File: src/rtl/txring_pkg.sv
package txring_pkg;

  typedef enum logic [3:0] {
    ST_IDLE,
    ST_RD_MODE,
    ST_RD_BUF,
    ST_RD_LEN,
    ST_RD_NEXT,
    ST_SEND,
    ST_WR_STAT,
    ST_WR_MODE,
    ST_FAULT
  } ring_state_e;

  localparam int unsigned WORD_W  = 32;
  localparam int unsigned LEN_W   = 16;
  localparam int unsigned OWN_BIT = 31;
  localparam int unsigned IRQ_BIT = 2;
  localparam int unsigned CRC_BIT = 1;
  localparam int unsigned PAD_BIT = 0;
  localparam int unsigned CPL_BIT = 19;

  localparam logic [3:0] OFS_MODE = 4'd0;
  localparam logic [3:0] OFS_BUF  = 4'd4;
  localparam logic [3:0] OFS_LEN  = 4'd8;
  localparam logic [3:0] OFS_NEXT = 4'd12;

  localparam int unsigned NUM_EV     = 3;
  localparam int unsigned EV_DONE    = 0;
  localparam int unsigned EV_UNAVAIL = 1;
  localparam int unsigned EV_BUSERR  = 2;

endpackage

File: src/rtl/txring_flags.sv
module txring_flags #(
  parameter int unsigned N = 3
) (
  input  logic         clk,
  input  logic         rst_n,
  input  logic [N-1:0] set,
  input  logic [N-1:0] clr,
  output logic [N-1:0] flag
);

  for (genvar i = 0; i < N; i++) begin : g_flag
    logic flag_d;
    logic flag_en;

    assign flag_en = set[i] | clr[i];
    assign flag_d  = set[i];

    always_ff @(posedge clk or negedge rst_n) begin
      if (!rst_n) begin
        flag[i] <= 1'b0;
      end else if (flag_en) begin
        flag[i] <= flag_d;
      end
    end

    // a raised event is held as a flag
    a_r11_flag_sticky: assert property (@(posedge clk) disable iff (!rst_n)
      set[i] |=> flag[i]);
    // without a clear the flag does not drop
    a_r11_flag_hold: assert property (@(posedge clk) disable iff (!rst_n)
      (flag[i] && !clr[i]) |=> flag[i]);
  end

endmodule

File: src/rtl/txring_seq.sv
module txring_seq
  import txring_pkg::*;
#(
  parameter int unsigned AW = 32
) (
  input  logic              clk,
  input  logic              rst_n,
  input  logic              tx_en,
  input  logic              kick,
  input  logic              base_wr,
  input  logic [AW-1:0]     base_addr,
  output logic [AW-1:0]     cur_addr,
  output logic              mem_req,
  output logic              mem_we,
  output logic [AW-1:0]     mem_addr,
  output logic [WORD_W-1:0] mem_wdata,
  input  logic [WORD_W-1:0] mem_rdata,
  input  logic              mem_ready,
  input  logic              mem_err,
  output logic              snd_valid,
  output logic [AW-1:0]     snd_buf,
  output logic [LEN_W-1:0]  snd_len,
  output logic              snd_crc,
  output logic              snd_pad,
  input  logic              snd_done,
  output logic [NUM_EV-1:0] ev
);

  localparam logic [WORD_W-1:0] OWN_MASK = WORD_W'(1) << OWN_BIT;
  localparam logic [WORD_W-1:0] CPL_MASK = WORD_W'(1) << CPL_BIT;

  ring_state_e       state_q, state_d;
  logic [AW-1:0]     cur_q, cur_d;
  logic [AW-1:0]     buf_q, buf_d;
  logic [AW-1:0]     nxt_q, nxt_d;
  logic [WORD_W-1:0] mode_q, mode_d;
  logic [WORD_W-1:0] len_q, len_d;
  logic [3:0]        ofs;
  logic              xfer;
  logic              fault;

  assign xfer  = mem_req & mem_ready;
  assign fault = xfer & mem_err;

  always_comb begin
    state_d   = state_q;
    cur_d     = cur_q;
    buf_d     = buf_q;
    nxt_d     = nxt_q;
    mode_d    = mode_q;
    len_d     = len_q;
    ofs       = OFS_MODE;
    mem_req   = 1'b0;
    mem_we    = 1'b0;
    mem_wdata = '0;
    snd_valid = 1'b0;
    ev        = '0;
    if (fault) begin
      ev[EV_BUSERR] = 1'b1;
    end
    case (state_q)
      ST_IDLE: begin
        if (base_wr) cur_d = base_addr;
        if (kick && tx_en) state_d = ST_RD_MODE;
      end
      ST_RD_MODE: begin
        mem_req = 1'b1;
        ofs     = OFS_MODE;
        if (fault) begin
          state_d = ST_FAULT;
        end else if (xfer && !mem_rdata[OWN_BIT]) begin
          state_d         = ST_IDLE;
          ev[EV_UNAVAIL]  = 1'b1;
        end else if (xfer) begin
          mode_d  = mem_rdata;
          state_d = ST_RD_BUF;
        end
      end
      ST_RD_BUF: begin
        mem_req = 1'b1;
        ofs     = OFS_BUF;
        if (fault) begin
          state_d = ST_FAULT;
        end else if (xfer) begin
          buf_d   = mem_rdata[AW-1:0];
          state_d = ST_RD_LEN;
        end
      end
      ST_RD_LEN: begin
        mem_req = 1'b1;
        ofs     = OFS_LEN;
        if (fault) begin
          state_d = ST_FAULT;
        end else if (xfer) begin
          len_d   = mem_rdata;
          state_d = ST_RD_NEXT;
        end
      end
      ST_RD_NEXT: begin
        mem_req = 1'b1;
        ofs     = OFS_NEXT;
        if (fault) begin
          state_d = ST_FAULT;
        end else if (xfer) begin
          nxt_d   = mem_rdata[AW-1:0];
          state_d = ST_SEND;
        end
      end
      ST_SEND: begin
        snd_valid = 1'b1;
        if (snd_done) state_d = ST_WR_STAT;
      end
      ST_WR_STAT: begin
        mem_req   = 1'b1;
        mem_we    = 1'b1;
        ofs       = OFS_LEN;
        mem_wdata = len_q | CPL_MASK;
        if (fault) state_d = ST_FAULT;
        else if (xfer) state_d = ST_WR_MODE;
      end
      ST_WR_MODE: begin
        mem_req   = 1'b1;
        mem_we    = 1'b1;
        ofs       = OFS_MODE;
        mem_wdata = mode_q & ~OWN_MASK;
        if (fault) begin
          state_d = ST_FAULT;
        end else if (xfer) begin
          cur_d        = nxt_q;
          ev[EV_DONE]  = mode_q[IRQ_BIT];
          state_d      = ST_RD_MODE;
        end
      end
      ST_FAULT: state_d = ST_FAULT;
      default:  state_d = ST_IDLE;
    endcase
  end

  always_ff @(posedge clk or negedge rst_n) begin
    if (!rst_n) begin
      state_q <= ST_IDLE;
      cur_q   <= '0;
      buf_q   <= '0;
      nxt_q   <= '0;
      mode_q  <= '0;
      len_q   <= '0;
    end else begin
      state_q <= state_d;
      cur_q   <= cur_d;
      buf_q   <= buf_d;
      nxt_q   <= nxt_d;
      mode_q  <= mode_d;
      len_q   <= len_d;
    end
  end

  assign mem_addr = cur_q + AW'(ofs);
  assign cur_addr = cur_q;
  assign snd_buf  = buf_q;
  assign snd_len  = len_q[LEN_W-1:0];
  assign snd_crc  = mode_q[CRC_BIT];
  assign snd_pad  = mode_q[PAD_BIT];

  // memory request held steady until accepted
  a_r10_req_hold: assert property (@(posedge clk) disable iff (!rst_n)
    (mem_req && !mem_ready) |=> (mem_req && $stable(mem_addr) && $stable(mem_we) && $stable(mem_wdata)));
  // frame offer held until the sender finishes
  a_r10_snd_hold: assert property (@(posedge clk) disable iff (!rst_n)
    (snd_valid && !snd_done) |=> (snd_valid && $stable(snd_buf) && $stable(snd_len)));
  // ownership is always handed back on a write to the mode word
  a_r4_own_release: assert property (@(posedge clk) disable iff (!rst_n)
    (mem_req && mem_we && mem_addr == cur_addr) |-> !mem_wdata[OWN_BIT]);
  // a software-owned mode word stops the walk at the same pointer
  a_r6_unavail_stop: assert property (@(posedge clk) disable iff (!rst_n)
    (xfer && !mem_err && !mem_we && mem_addr == cur_addr && !mem_rdata[OWN_BIT])
      |=> (!mem_req && !snd_valid && $stable(cur_addr)));
  // after an error response nothing moves
  a_r8_fault_park: assert property (@(posedge clk) disable iff (!rst_n)
    fault |=> (!mem_req && !snd_valid) ##1 (!mem_req && !snd_valid && $stable(cur_addr)));
  // with transmit disabled an idle block stays off the bus
  a_r2_gate: assert property (@(posedge clk) disable iff (!rst_n)
    (!mem_req && !snd_valid && !tx_en) |=> !mem_req);
  // memory and sender are never active together
  a_r10_exclusive: assert property (@(posedge clk) disable iff (!rst_n)
    !(mem_req && snd_valid));

endmodule

File: src/rtl/txring_fetch.sv
module txring_fetch
  import txring_pkg::*;
#(
  parameter int unsigned AW = 32
) (
  input  logic              clk,
  input  logic              rst_n,
  input  logic              tx_en,
  input  logic              kick,
  input  logic              base_wr,
  input  logic [AW-1:0]     base_addr,
  output logic [AW-1:0]     cur_desc_addr,
  input  logic [2:0]        sts_clr,
  output logic [2:0]        sts_flags,
  output logic              mem_req,
  output logic              mem_we,
  output logic [AW-1:0]     mem_addr,
  output logic [31:0]       mem_wdata,
  input  logic [31:0]       mem_rdata,
  input  logic              mem_ready,
  input  logic              mem_err,
  output logic              snd_valid,
  output logic [AW-1:0]     snd_buf,
  output logic [15:0]       snd_len,
  output logic              snd_crc,
  output logic              snd_pad,
  input  logic              snd_done
);

  logic [NUM_EV-1:0] ev;

  txring_seq #(.AW(AW)) u_seq (
    .clk       (clk),
    .rst_n     (rst_n),
    .tx_en     (tx_en),
    .kick      (kick),
    .base_wr   (base_wr),
    .base_addr (base_addr),
    .cur_addr  (cur_desc_addr),
    .mem_req   (mem_req),
    .mem_we    (mem_we),
    .mem_addr  (mem_addr),
    .mem_wdata (mem_wdata),
    .mem_rdata (mem_rdata),
    .mem_ready (mem_ready),
    .mem_err   (mem_err),
    .snd_valid (snd_valid),
    .snd_buf   (snd_buf),
    .snd_len   (snd_len),
    .snd_crc   (snd_crc),
    .snd_pad   (snd_pad),
    .snd_done  (snd_done),
    .ev        (ev)
  );

  txring_flags #(.N(NUM_EV)) u_flags (
    .clk   (clk),
    .rst_n (rst_n),
    .set   (ev),
    .clr   (sts_clr),
    .flag  (sts_flags)
  );

endmodule

File: config.mk
export PLATFORM = sky130hd
export DESIGN_NAME = txring_fetch
export DESIGN_NICKNAME = d
export VERILOG_FILES = /design/src/rtl/txring_pkg.sv /design/src/rtl/txring_flags.sv /design/src/rtl/txring_seq.sv /design/src/rtl/txring_fetch.sv
export SDC_FILE = /design/constraint.sdc
export NUM_CORES = 1
export LEC_CHECK = 0
export BUFFER_PORTS_ARGS = -buffer_cell sky130_fd_sc_hd__buf_2
export CELL_PAD_IN_SITES_DETAIL_PLACEMENT = 2
export CELL_PAD_IN_SITES_GLOBAL_PLACEMENT = 2
export CORE_ASPECT_RATIO = 1.2
export CORE_MARGIN = 2
export CORE_UTILIZATION = 35
export CTS_CLUSTER_SIZE = 8
export DETAILED_ROUTE_END_ITERATION = 12
export GPL_TIMING_DRIVEN = 0
export MAX_ROUTING_LAYER = met4
export PLACE_DENSITY_LB_ADDON = 0.2
export SETUP_SLACK_MARGIN = 0.02
export SYNTH_ARGS = -nofsm -noshare
export SYNTH_HDL_FRONTEND = slang
export SYNTH_SLANG_ARGS = --single-unit
File: constraint.sdc
create_clock -name clk -period 3.25 [get_ports clk]
set_input_delay 0.1625 -clock clk [delete_from_list [all_inputs] [get_ports clk]]
set_output_delay 0.1625 -clock clk [all_outputs]
set_load 0.03 [all_outputs]
* After elaboration in Yosys (flattened, before gate mapping)
Cells that the tools add are included.
Word-level totals: register bits 166, input port bits 75, output and inout port bits 152, word-level logic and storage cells 82
Cells by class: add/subtract/negate cells 1, equality and inequality tests 19, multiplexer cells 32, bitwise logic cells 7, reductions and logical operators 14
Operators by type and width (count):
- $pmux 32 s2 | 2
- $mux 32 | 3
- $mux 4 | 15
- $pmux 4 s9 | 1
- $add 32x4->32 | 1
- $eq 4x3->1 const B | 4
- $ne 3x1->1 const B | 5
- $pmux 4 s3 | 1
- $mux 1 | 10
- $reduce_and 3->1 | 3
- $eq 4x2->1 const B | 2
- $reduce_and 4->1 | 2
- $reduce_and 8->1 | 1
- $ne 2x2->1 const B | 3
- $reduce_or 6->1 | 1
- $eq 4x1->1 const B | 1
- $eq 4x4->1 const B | 1
- $logic_not 4->1 | 1
- $ne 2x1->1 const B | 2
- $ne 4x1->1 const B | 1
- $reduce_or 2->1 | 2
- $or 1x1->1 | 3
- $and 1x1->1 | 2
- $logic_and 1x1->1 | 2
- 3 further kinds | 4

* Depth between registers and ports, before layout
Gate-level depths: netlist (run 1).
depth in word-level cells 9, depth in mapped cells 11, mapped depth without buffers 10

* Cells and area by module
A second synthesis (run 1) with hierarchy kept.
Unflattened totals: cells, all modules 612, area total of the unflattened synthesis 8095.3 um2
Modules (own cells, without submodules):
- txring_seq | instances 1, cells each 603, area each 7986.4 um2, seq. area each 4053.9 um2
- txring_flags | instances 1, cells each 9, area each 108.9 um2, seq. area each 75.1 um2

* Least setup slack after synthesis (run 1)
Ideal clock, no wire load.
kind reg2out, from register u_seq.state_q[1], to output mem_addr[30], arrival time 2.922 ns, setup slack 0.166 ns, cell stages (with the launch flop) 11, cell sequence dfrtp_1 buf_2 buf_1 xnor2_1 nor3_1 ha_1 inv_1 fa_1 nor4b_1 nand3_1 xnor2_1
Between the ends: cells in the longest elaborated chain, start to end 4, elaborated cells on any way between the ends 7, classes of those cells 1 x add/sub; 4 x eq/ne; 1 x mux; 1 x reduce/logical
Ends and longest elaborated chain:
- start, declared | line txring_seq.sv:32 | ring_state_e state_q, state_d;
- start signal, assigned | line txring_seq.sv:148 | state_q <= state_d;
- $eq 4x2->1 / $eq 4x3->1 (equally long branches) | line txring_seq.sv:61 | case (state_q)
- $reduce_or 2->1 (no line)
- $pmux 4 s3 (*) | line txring_seq.sv:61
- $add 32x4->32 (*) | line txring_seq.sv:157 | assign mem_addr = cur_q + AW'(ofs);
- end, declared | line txring_fetch.sv:17 | output logic [AW-1:0] mem_addr,
Every way passes the cells marked *; elsewhere a longest branch is shown, timed or not.

* Worst setup path in the final report (run 1)
from register u_seq.state_q[2], to output mem_addr[16]
Same word-level chain as after synthesis.

==> results.md, run 1 <==
* Final Wtd Congestion at 0.803
* #FFs+latches synth at 165
* Crit Path Max Fanout at 3
* DRT antenna net count at 0
* Hold Vio Cnt, Final at 0
* Peak supply drop at 0.433 mV
* Core area at 0.0224 sq mm
* I/O Buffers at 226
* CTS Buffer Depth at 2
* Worst slew pin tran at 0.685 ns
* RSZ-0062 raised after global routing: true
* Clk root buf: clkbuf_16
* Syn avg cell area at 13.6 sq um
* Syn Inst Count at 589
* Synthesized cell area at 0.00801 sq mm
* FMAX at 317 MHz
* Share of layout cells above drive strength 1 at 61.2%
* Total number of yosys warnings at 0
* Count of cell types in the netlist at 52
* Initial Utilization at 35.7%
* # nets final at 933
* Crit path from: u_seq.state_q[2]$_DFFE_PN0P_
* Die area at 0.0241 sq mm
* Critical Path RT at 3.09 ns
* Vias at 5875
* 1st-pass router iterations at 4
* Status: completed
* PwrDens at 973 mW/mm^2
* Endpoints failing setup at 0
* Dominant synthesized flop cell: dfrtp_1
* Fillers at 2269
* Reg area at 0.00413 sq mm
* Worst path slowest cell: fa_2
* Commonest non-fill, non-tap cells in the layout: 231 x buf_2, 163 x dfrtp_1, 151 x mux2_2
* CTS Buf Count at 17
* Reg-to-reg startpoint: u_seq.state_q[2]$_DFFE_PN0P_
* Synth area leader: dfrtp_1
* Area Growth Syn to Fin at 31.0%
* First-pass GRT wire length at 39700 um
* Reg clk slew, reported paths at 0.07 ns
* Max cap viols at 0
* Total internal power at 5.78 mW
* Cells along the critical path: buf_8, buf_4, nor2_4, nand2_1, a21o_1, fa_2, nand3b_1, nor4_4, and3_4, xor2_4, buf_6
* Sequential share of the synthesized area at 51.5%
* Hold Path Class: input port to flip-flop
* Antenna violations before repair at 1
* Final global-route overflow total at 0
* Top-Level Pins at 227
* Multi-input gate area at 0.00366 sq mm
* CP peak stage delay at 0.41 ns
* Worst path arrival time at 2.99 ns
* Net Count, Synth at 667
* Die Y at 170 um
* Post-synth ARST share at 100%
* Static leakage at 5.21 nW
* CTS tree: built
* Total Routing Usage GR at 22.2%
* Detailed Place HPWL at 18200 um
* Worst hold stages at 2
* Kind of critical path: flip-flop to primary output
* Setup TNS Final at 0 ns
* Reg2reg path depth at 9
* Drt drc at 0
* Switching Fraction at 43.4%
* Number of synthesized flops with an enable pin at 0
* Clock power share at 18.9%
* Post-synth top area share at 51.5%
* Hold_ws at 0.0118 ns
* DRT iter0 DRCs at 148
* Die width at 142 um
* Drt wl/cell at 22.2 um
* Relative slew slack at 54.3%
* Worst setup EP type: primary output
* Reg power frac at 36.3%
* Comb power frac at 44.8%
* Most common cell after layout, fill and taps aside: buf_2
* CTS HTree Levels at 4
* Vias in the first global route at 6694
* Vias per Instance at 5.12
* Setup Skew at 0.0114 ns
* Startpoint types: flip-flop
* Clock tree sinks at 165
* Min Tclk post-route at 3.16 ns
* Top post-synthesis cells by area: dfrtp_1 52%, mux2_2 21%, mux2_4 5.6%
* Final-report max-slew violation count at 0
* Start point of the worst hold path: mem_rdata[17]
* Clk_lat worst skew at 0.42 ns
* Largest net degree at the start of global routing at 91
* Row count at 60
* Final Cycle Share at 97.2%
* Sw power at 4.43 mW
* Total Wirelength at 25500 um
-- Yosys cell counts, types with 2 or more instances --
master    instances
nor2_1           10
o32ai_1           2
and3_1           11
a21oi_1           4
a21o_1            2
buf_6             7
dfrtp_1         165
nand3_1          17
xor2_1            6
nand2_1          12
mux2i_1           4
clkbuf_1          6
xnor2_1          23
o21ai_0           3
buf_4            21
nor3_1            4
mux2_1            5
mux2_2          151
nor4b_1           3
or3b_2            2
ha_1              2
a22o_1           30
buf_1             2
nor2b_1           5
mux2_4           30
nand4_1           8
buf_2            16
nand2b_1          2
inv_1            11
nor3b_1           3
-- per-stage QoR --
step / setup WS, ns / cell area (sq um) / std cells / total power, mW / util, %
final: 0.0925 / 10500 / 1148 / 10.2 / 46.8
after global placement: -0.657 / 9490 / 1094 / 7.87 / 42.3
after CTS: -0.179 / 10400 / 1141 / 10.2 / 46.1
after detailed placement: -0.783 / 9530 / 1095 / 8.07 / 42.5
after floorplan: 0.166 / 8010 / 589 / 6.60 / -
after global routing: -0.0289 / 10500 / 1148 / 10.8 / 46.8
-- registers in the layout, indices dropped and copies added (netlist names) --
| name | flops |
|---|---|
| u_flags.flag | 3 |
| u_seq.nxt_q | 32 |
| u_seq.snd_buf | 32 |
| u_seq.state_q | 4 |
| u_seq.mode_q | 31 |
| u_seq.cur_addr | 32 |
| u_seq.len_q | 31 |
-- final timing paths --
check                           slack, ns                        endpoint
min in group asynchronous            0.29    u_seq.state_q[2]$_DFFE_PN0P_
worst min register to register       0.50   u_seq.snd_buf[25]$_DFFE_PN0P_
worst max-delay path                 0.09                    mem_addr[16]
max in group asynchronous            2.07  u_seq.cur_addr[14]$_DFFE_PN0P_
worst min-delay path                 0.01   u_seq.snd_buf[17]$_DFFE_PN0P_
worst max register to register       0.77     u_seq.len_q[16]$_DFFE_PN0P_
-- layout make-up --
type / instances / share of cell area, %
flip-flops and latches: 165 / 39.4
multi-input cells: 361 / 34.9
repair buffers: 250 / 13.4
clock buffers: 18 / 4.09
plain buffers: 49 / 3.42
well taps: 279 / 3.33
clock inverters: 14 / 1.14
inverters: 11 / 0.393
diodes: 1 / 0.0238
-- worst max-delay path: cells and delay by family (launching register included) --
kind,cells,cell delay [ns]
adders and majority gates,1,0.41
xor gates and xnor gates,1,0.17
and+or+nand+nor,5,0.93
buffers and inverters,3,0.43
AOI/OAI and AO/OA,1,0.23
DFF,1,0.39
-- layer usage --
layer	global-route usage (%)	wire [um]	vias to the layer above
li1	-	-	2650
met5	-	0	-
met2	39.2	13600	154
met3	5.47	1370	11
met1	25.8	10300	3060
met4	4.13	159	0
-- cell families (layout without fill, tap and decap cells) --
logic type,after synthesis,count (layout),share of synthesized area (%)
flip-flops,165,165,51.5
AND/OR/NAND/NOR,90,90,6.92
XOR/XNOR,29,29,3.17
buffers and inverters,63,342,4.84
multiplexers,190,190,28.0
adder cells (fa/ha/maj),3,3,0.562
other,0,1,0
AO/OA/AOI/OAI,49,49,4.93
-- power by group through the flow --
stage / registers [mW] / logic [mW] / clock network (mW)
floorplan: 4.32 / 2.28 / 0
global placement: 3.62 / 4.25 / 0
detailed placement: 3.71 / 4.36 / 0
CTS: 3.71 / 4.54 / 1.99
global route: 3.84 / 4.87 / 2.06
finish: 3.70 / 4.58 / 1.93
-- what timing repair did --
| item | CTS | global route |
|---|---|---|
| endpoints found under the setup margin | 28 | 22 |
| resized for setup | 32 | 25 |
| setup buffers | 9 | 6 |
| endpoints found under the hold margin | 86 | 0 |
| pin swaps | 8 | 12 |
| hold buffers | 8 | 0 |
Power figures use the tool's default switching activity.
==> run 2, diff against run 1 <==
- BUFFER_PORTS_ARGS: -buffer_cell sky130_fd_sc_hd__buf_2 -> default
- CORE_UTILIZATION: 35 -> 42
- DONT_BUFFER_PORTS: default -> 1
==> run 2 against run 1 <==
The run now ends with negative hold slack left. Clock-buffer cell count rose by 1. Critical path type unchanged. Sequential share of layout area rose by 1.9 points. Die area down 16%. Core utilization increased by 6.5 points. Wire length rose by 0.16%. Worst setup slack worse by 0.046 ns. Clock power rose by 6%. Sequential cell count unchanged. Sequential power rose by 29%. Register-to-register slack better by 0.09 ns.
==> results.md, run 2 (synthesis results as in run 1) <==
* Status: finished, violations left
* Failing checks: negative hold slack
* DRT antenna net count at 0 (unchanged)
* CTS Buf Count at 17 (unchanged)
* Largest delay share family, worst path: simple AND/OR/NAND/NOR gates
* Vias at 5221 (-11%)
* CTS Buffer Depth at 2 (unchanged)
* Setup Skew at 0.00942 ns (-0.00201 ns)
* Relative slew slack at 33.1% (-21 points)
* Worst path slowest cell: fa_2
* Die Y at 155 um (-8.5%)
* 1st-pass router iterations at 4 (unchanged)
* WP depth at 9 (-2)
* Drt drc at 0 (unchanged)
* Final Wtd Congestion at 0.790 (-1.6%)
* RSZ-0062 raised after global routing: true
* Critical Path RT at 3.09 ns (about the same)
* Detailed Place HPWL at 16100 um (-11%)
* Initial Utilization at 42.7% (+7.0 points)
* Worst slew pin tran at 0.996 ns (+0.311 ns)
* Core Util, Final at 53.3% (+6.5 points)
* Antenna violations before repair at 1 (unchanged)
* Die area at 0.0202 sq mm (-16%)
* Clock tree sinks at 165 (unchanged)
* CP peak stage delay at 0.44 ns (+0.03 ns)
* Post-route setup slack at 0.0466 ns (-0.0460 ns)
* Worst setup path endpoint: mem_addr[16]
* Die width at 130 um (-8.5%)
* Kind of critical path: flip-flop to primary output
* Hold Vio Cnt, Final at 165 (+165)
* R2r setup slk at 0.86 ns (+0.09 ns)
* DP Area at 0.00833 sq mm (-13%)
* Endpoints failing setup at 0 (unchanged)
* Reg2reg end: u_seq.cur_addr[26]$_DFFE_PN0P_
* Cells along the critical path: clkinvlp_4, nor2_4, nand2_2, a21o_1, fa_2, nand3b_1, nor4_4, and3_4, xor2_4
* Max cap viols at 0 (unchanged)
* Crit path from: u_seq.state_q[0]$_DFFE_PN0P_
* Setup slack at placement at -0.983 ns (-0.200 ns)
* Hold-fix buffers, CTS at 47 (+39)
* Share of layout cells above drive strength 1 at 48.5% (-13 points)
* Reg clk slew, reported paths at 0.07 ns (about the same)
* Final-report max-slew violation count at 0 (unchanged)
* Final global-route overflow total at 0 (unchanged)
* Fin cells at 941 (-18%)
* Final Cycle Share at 98.6% (+1.4 points)
* CTS HTree Levels at 4 (unchanged)
* DRT iter0 DRCs at 215 (+45%)
* Crit Path Max Fanout at 6 (+3)
* Clk_lat worst skew at 0.43 ns (about the same)
* Final Cell Area at 0.0100 sq mm (-4.6%)
* Peak supply drop at 0.520 mV (+20%)
* Static leakage at 4.57 nW (-12%)
* Largest net degree at the start of global routing at 166 (+82%)
* CTS tree: built
* Worst setup EP type: primary output
* Top-Level Pins at 227 (unchanged)
* Vias per Instance at 5.55 (+8.4%)
* Hold_ws at -0.569 ns (-0.581 ns)
* Total Routing Usage GR at 26.6% (+4.4 points)
* Drt wl/cell at 27.1 um (+22%)
* Vias in the first global route at 6229 (-6.9%)
* Clk root buf: clkbuf_16
* FMAX at 312 MHz (-1.4%)
* Hold Path Class: input port to asynchronous set/reset pin
* Min Tclk post-route at 3.20 ns (+0.0460 ns)
* I/O Buffers at 0 (-100%)
* # nets final at 749 (-20%)
* Reg-to-reg startpoint: u_seq.state_q[2]$_DFFE_PN0P_
* DP Cell Count at 845 (-23%)
* Most common cell after layout, fill and taps aside: dfrtp_1
* Total Wirelength at 25500 um (+0.16%)
* Total power at 9.92 mW (-2.8%)
* Buf/Inv on CP at 1 (-2)
* Reg2reg path depth at 8 (-1)
* Area Growth Syn to Fin at 25.0%
* Worst path arrival time at 3.04 ns (+0.05 ns)
* PwrDens at 991 mW/mm^2 (+1.9%)
* Commonest non-fill, non-tap cells in the layout: 163 x dfrtp_1, 151 x mux2_2, 47 x dlygate4sd3_1
* Row count at 55 (-8.3%)
* Startpoint types: flip-flop
* First-pass GRT wire length at 38400 um (-3.2%)
* Core area at 0.0188 sq mm (-16%)
run 2: per-stage QoR:
stage                     hold WS [ns]  setup TNS [ns]
after global routing            -0.593          -0.181
after floorplan                 -0.133               0
after global placement          -0.127          -10.04
after CTS                       -0.589          -0.251
after detailed placement        -0.127          -12.12
final                           -0.569               0
run 2: worst min-delay path by stage:
stage / endpoint / cells after the start / slack [ns] / startpoint
3_5_place_dp: u_seq.state_q[2]$_DFFE_PN0P_ / 0 / -0.13 / rst_n
4_1_cts: u_seq.state_q[2]$_DFFE_PN0P_ / 0 / -0.59 / rst_n
3_3_place_gp: u_seq.state_q[2]$_DFFE_PN0P_ / 0 / -0.13 / rst_n
6_report: u_seq.state_q[2]$_DFFE_PN0P_ / 0 / -0.57 / rst_n
2_1_floorplan: u_flags.flag[0]$_DFFE_PN0P_ / 0 / -0.13 / rst_n
5_1_grt: u_seq.len_q[3]$_DFFE_PN0P_ / 0 / -0.59 / rst_n
run 2: worst reg2reg max path, stage by stage (launching register included):
cell,delay (ns)
dfrtp_1,0.39
buf_8,0.13
buf_4,0.16
buf_4,0.17
nor4b_1,0.26
a41oi_1,0.09
nor2_2,0.27
buf_2,0.40
mux2_2,0.40
run 2: cell type report:
type                    count  area [sq um]
clock inverters            13           136
inverters                  11          45.0
repair buffers             65           606
well taps                 256           320
fillers                  1718          8770
plain buffers              50           369
diodes                      1          2.50
flip-flops and latches    165          4130
clock buffers              19           453
multi-input cells         361          3950
run 2: what timing repair did:
action,4_1_cts,5_1_grt
pin swaps,6,5
endpoints found under the hold margin,306,165
gates cloned,0,0
resized for setup,61,17
buffers inserted,10,8
endpoints found under the setup margin,28,27
run 2: metal layers:
metal	track usage, %	vias up	share of wire, %
met1	29.3	2741	38
li1	-	2289	-
met4	7.17	0	1.5
met5	-	-	0
met2	47.3	164	55
met3	7.08	27	5.9
run 2: where the power goes:
part           switching (mW)  total [mW]  internal [mW]
Sequential               1.85        4.76           2.91
Clock                   0.915        2.04           1.12
Combinational            1.61        3.12           1.51
Total                    4.38        9.92           5.55
==> run 3, diff against run 2 <==
- CORE_UTILIZATION: 42 -> 43
- CTS_BUF_LIST: default -> sky130_fd_sc_hd__clkbuf_8
- SYNTH_HIERARCHICAL: default -> 1
==> run 3 against run 2 <==
Final area rose by 1.2%. Register-to-register slack improved by 0.04 ns. The run ends with negative hold slack, negative setup slack left. Clock-buffer cell count fell by 1. Sequential cell count did not move. Final cell count rose by 4.3%. First-iteration DRC count rose by 42%. Hold slack got worse by 0.044 ns. Maximum frequency fell by 6.1%. Clock skew rose by 0.0024 ns.
==> results.md, run 3 <==
* Hold_ws at -0.614 ns (-0.0443 ns)
* Synth area leader: dfrtp_1
* Die area at 0.0199 sq mm (-1.3%)
* CTS HTree Levels at 4 (unchanged)
* Synth top cells by count: 165 x dfrtp_1, 110 x mux2_2, 50 x mux2_1
* First-pass GRT wire length at 41200 um (+7.2%)
* Final-report max-slew violation count at 0 (unchanged)
* Status: finished, violations left
* Reg clk slew, reported paths at 0.09 ns (+0.02 ns)
* Failing checks: negative hold slack, negative setup slack
* Relative slew slack at 23.4% (-9.6 points)
* Crit path from: u_seq/state_q[0]$_DFFE_PN0P_
* Clk_lat worst skew at 0.47 ns (+0.04 ns)
* Worst setup EP type: primary output
* Post-synth top area share at 51.0% (-0.53 points)
* Cell mode on critical path: buf_12
* Worst path slowest cell: dfrtp_2
* CTS Buffer Depth at 2 (unchanged)
* Max cap viols at 0 (unchanged)
* Total Wirelength at 28500 um (+12%)
* Worst slew pin tran at 1.15 ns (+0.150 ns)
* Final global-route overflow total at 0 (unchanged)
* Drt drc at 0 (unchanged)
* Detailed Place HPWL at 16600 um (+3.2%)
* Kind of critical path: flip-flop to primary output
* DRT antenna net count at 0 (unchanged)
* Post-route setup slack at -0.160 ns (-0.207 ns)
* Antenna fix cells at 0 (-1)
* Sw power at 4.55 mW (+4.0%)
* Net Count, Synth at 690 (+3.4%)
* CP peak stage delay at 0.44 ns (about the same)
* DRT iter0 DRCs at 305 (+42%)
* Reg-to-reg startpoint: u_seq/state_q[1]$_DFFE_PN0P_
* Setup Skew at 0.0118 ns (+0.00242 ns)
* Total power at 9.96 mW (+0.39%)
* Most common cell in the netlist: dfrtp_1
* CTS tree: built
* Drt wl/cell at 29.1 um (+7.3%)
* PwrDens at 983 mW/mm^2 (-0.84%)
* Peak supply drop at 0.595 mV (+14%)
* Cells along the critical path: buf_8, buf_12, a211oi_4, ha_2, fa_2, and3_4, nor4b_4, buf_12, nand4_1, xnor2_4
* Multi-input gate area at 0.00398 sq mm (+0.82%)
* Share of layout cells above drive strength 1 at 38.5% (-10 points)
* Number of synthesized flops with an enable pin at 0 (unchanged)
* Comb power frac at 35.2% (+3.7 points)
* Core Util, Final at 55.4% (+2.1 points)
* FMAX at 293 MHz (-6.1%)
* DP Area at 0.00841 sq mm (+0.93%)
* Top post-synthesis cells by area: dfrtp_1 51%, mux2_2 15%, mux2_1 7.0%
* Hold-fix buffers, CTS at 68 (+45%)
* Area Growth Syn to Fin at 25.2%
* Worst path arrival time at 3.25 ns (+0.21 ns)
* DP Cell Count at 864 (+2.2%)
* Top-Level Pins at 227 (unchanged)
* CTS Buf Count at 17 (unchanged)
* Reg power frac at 48.5% (+0.5 points)
* Core area at 0.0183 sq mm (-2.5%)
* Switching Fraction at 45.7% (+1.6 points)
* Commonest non-fill, non-tap cells in the layout: 160 x dfrtp_1, 110 x mux2_2, 68 x dlygate4sd3_1
* # nets final at 794 (+6.0%)
* Vias in the first global route at 6441 (+3.4%)
* Clock power share at 16.3% (-4.3 points)
* Most common cell after layout, fill and taps aside: dfrtp_1
* Synthesized cell area at 0.00810 sq mm (+1.0%)
* Hold Path Class: input port to asynchronous set/reset pin
* Fin cells at 981 (+4.3%)
* Total internal power at 5.41 mW (-2.5%)
* Fillers at 1625 (-5.4%)
* Total Routing Usage GR at 29.2% (+2.6 points)
* Post-synth ARST share at 100% (unchanged)
* #FFs+latches synth at 165 (unchanged)
* Static leakage at 4.71 nW (+3.1%)
* Reg2reg path depth at 7 (-1)
* RSZ-0062 raised after global routing: true
* Dominant synthesized flop cell: dfrtp_1
* Crit Path Max Fanout at 10 (+4)
* Syn avg cell area at 13.2 sq um (-2.8%)
* Syn Inst Count at 612 (+3.9%)
* Die width at 129 um (-0.64%)
* Reg2reg end: u_seq/cur_addr[3]$_DFFE_PN0P_
* 1st-pass router iterations at 5 (+1)
* Worst setup path endpoint: mem_addr[28]
* Sequential share of the synthesized area at 51.0% (-0.53 points)
* Count of cell types in the netlist at 46 (-12%)
* I/O Buffers at 0 (unchanged)
* Critical Path RT at 3.09 ns (about the same)
* Antenna violations before repair at 0 (-1)
* Clk root buf: clkbuf_8
* Row count at 54 (-1.8%)
* Clock tree sinks at 165 (unchanged)
* Setup slack at placement at -1.04 ns (-0.0581 ns)
* Final Cell Area at 0.0101 sq mm (+1.2%)
* Hold Vio Cnt, Final at 165 (unchanged)
* Min Tclk post-route at 3.41 ns (+0.207 ns)
* R2r setup slk at 0.90 ns (+0.04 ns)
* Final Wtd Congestion at 0.828 (+4.8%)
* Setup TNS Final at -0.327 ns (-0.327 ns)
* Vias per Instance at 5.60 (+0.90%)
* Vias at 5492 (+5.2%)
* Reg area at 0.00414 sq mm (about the same)
* Largest net degree at the start of global routing at 166 (unchanged)
* Endpoints failing setup at 5 (+5)
* Startpoint types: flip-flop
* Initial Utilization at 44.2% (+1.6 points)
* Final Cycle Share at 105% (+6.4 points)
* Die Y at 154 um (-0.64%)
* Total number of yosys warnings at 6 (+6)
-- run 3: changes by cell type after synthesis, sizes merged, moves of 3 or more --
| cell | previous run | this run |
|---|---|---|
| mux2i | 4 | 32 |
| inv | 11 | 7 |
| nor2 | 11 | 42 |
| clkbuf | 6 | 9 |
| nand4 | 9 | 12 |
| mux2 | 186 | 189 |
| a22o | 30 | 0 |
| nand3 | 17 | 13 |
-- run 3: kinds of logic (layout without fill, tap and decap cells) --
family          count (synthesis)  count (layout)  synth area share (%)
fa+ha+maj                       3               3                 0.556
flops                         165             165                  51.0
xor+xnor                       29              29                  3.14
compound gates                 19              19                  1.62
buf+inv                        63             180                  4.67
mux                           221             221                  31.6
simple gates                  112             112                  7.42
-- run 3: cell type report --
| cell class | count | share of cell area (%) |
|---|---|---|
| plain buffers | 52 | 3.88 |
| clock inverters | 14 | 1.72 |
| well taps | 252 | 3.11 |
| repair buffers | 89 | 8.52 |
| inverters | 7 | 0.259 |
| clock buffers | 18 | 2.44 |
| multi-input cells | 384 | 39.3 |
| flip-flops and latches | 165 | 40.8 |
-- run 3: what timing repair did --
item                                    4_1_cts  5_1_grt
pin swaps                                     6        8
gates resized for setup                      57       21
buffers inserted                             12        9
hold endpoints to repair                    329      165
endpoints found under the setup margin       28       23
-- run 3: worst min path at each step --
stage                                          endpoint  cells after the start  slack [ns]
final                       u_flags/flag[2]$_DFFE_PN0P_                      0       -0.61
after global routing      u_seq/snd_buf[28]$_DFFE_PN0P_                      0       -0.64
after CTS                 u_seq/snd_buf[26]$_DFFE_PN0P_                      0       -0.64
after detailed placement    u_flags/flag[2]$_DFFE_PN0P_                      0       -0.13
after global placement      u_flags/flag[2]$_DFFE_PN0P_                      0       -0.13
after floorplan             u_flags/flag[0]$_DFFE_PN0P_                      0       -0.13
-- run 3: metal layers --
layer | up-vias | global-route usage, % | part of all wire (%)
met3 | 58 | 6.54 | 5.1
met1 | 2891 | 31.2 | 36
met5 | - | - | 0
met2 | 208 | 52.9 | 56
li1 | 2335 | - | -
met4 | 0 | 9.37 | 2.9
-- run 3: power groups by stage --
stage / Clock (mW) / Sequential (mW) / Combinational, mW
after global placement: 0 / 4.57 / 2.80
after CTS: 1.64 / 4.71 / 3.30
after global routing: 1.73 / 4.96 / 3.70
after floorplan: 0 / 4.35 / 2.46
after detailed placement: 0 / 4.66 / 2.93
final: 1.62 / 4.83 / 3.51
-- run 3: critical path, delay by kind of cell, from the launching register on --
kind / cells / cell delay, ns
AO/OA/AOI/OAI: 1 / 0.22
AND/OR/NAND/NOR: 3 / 0.74
adder cells (fa/ha/maj): 2 / 0.48
flip-flops: 1 / 0.44
XOR/XNOR: 1 / 0.42
buffers and inverters: 3 / 0.45
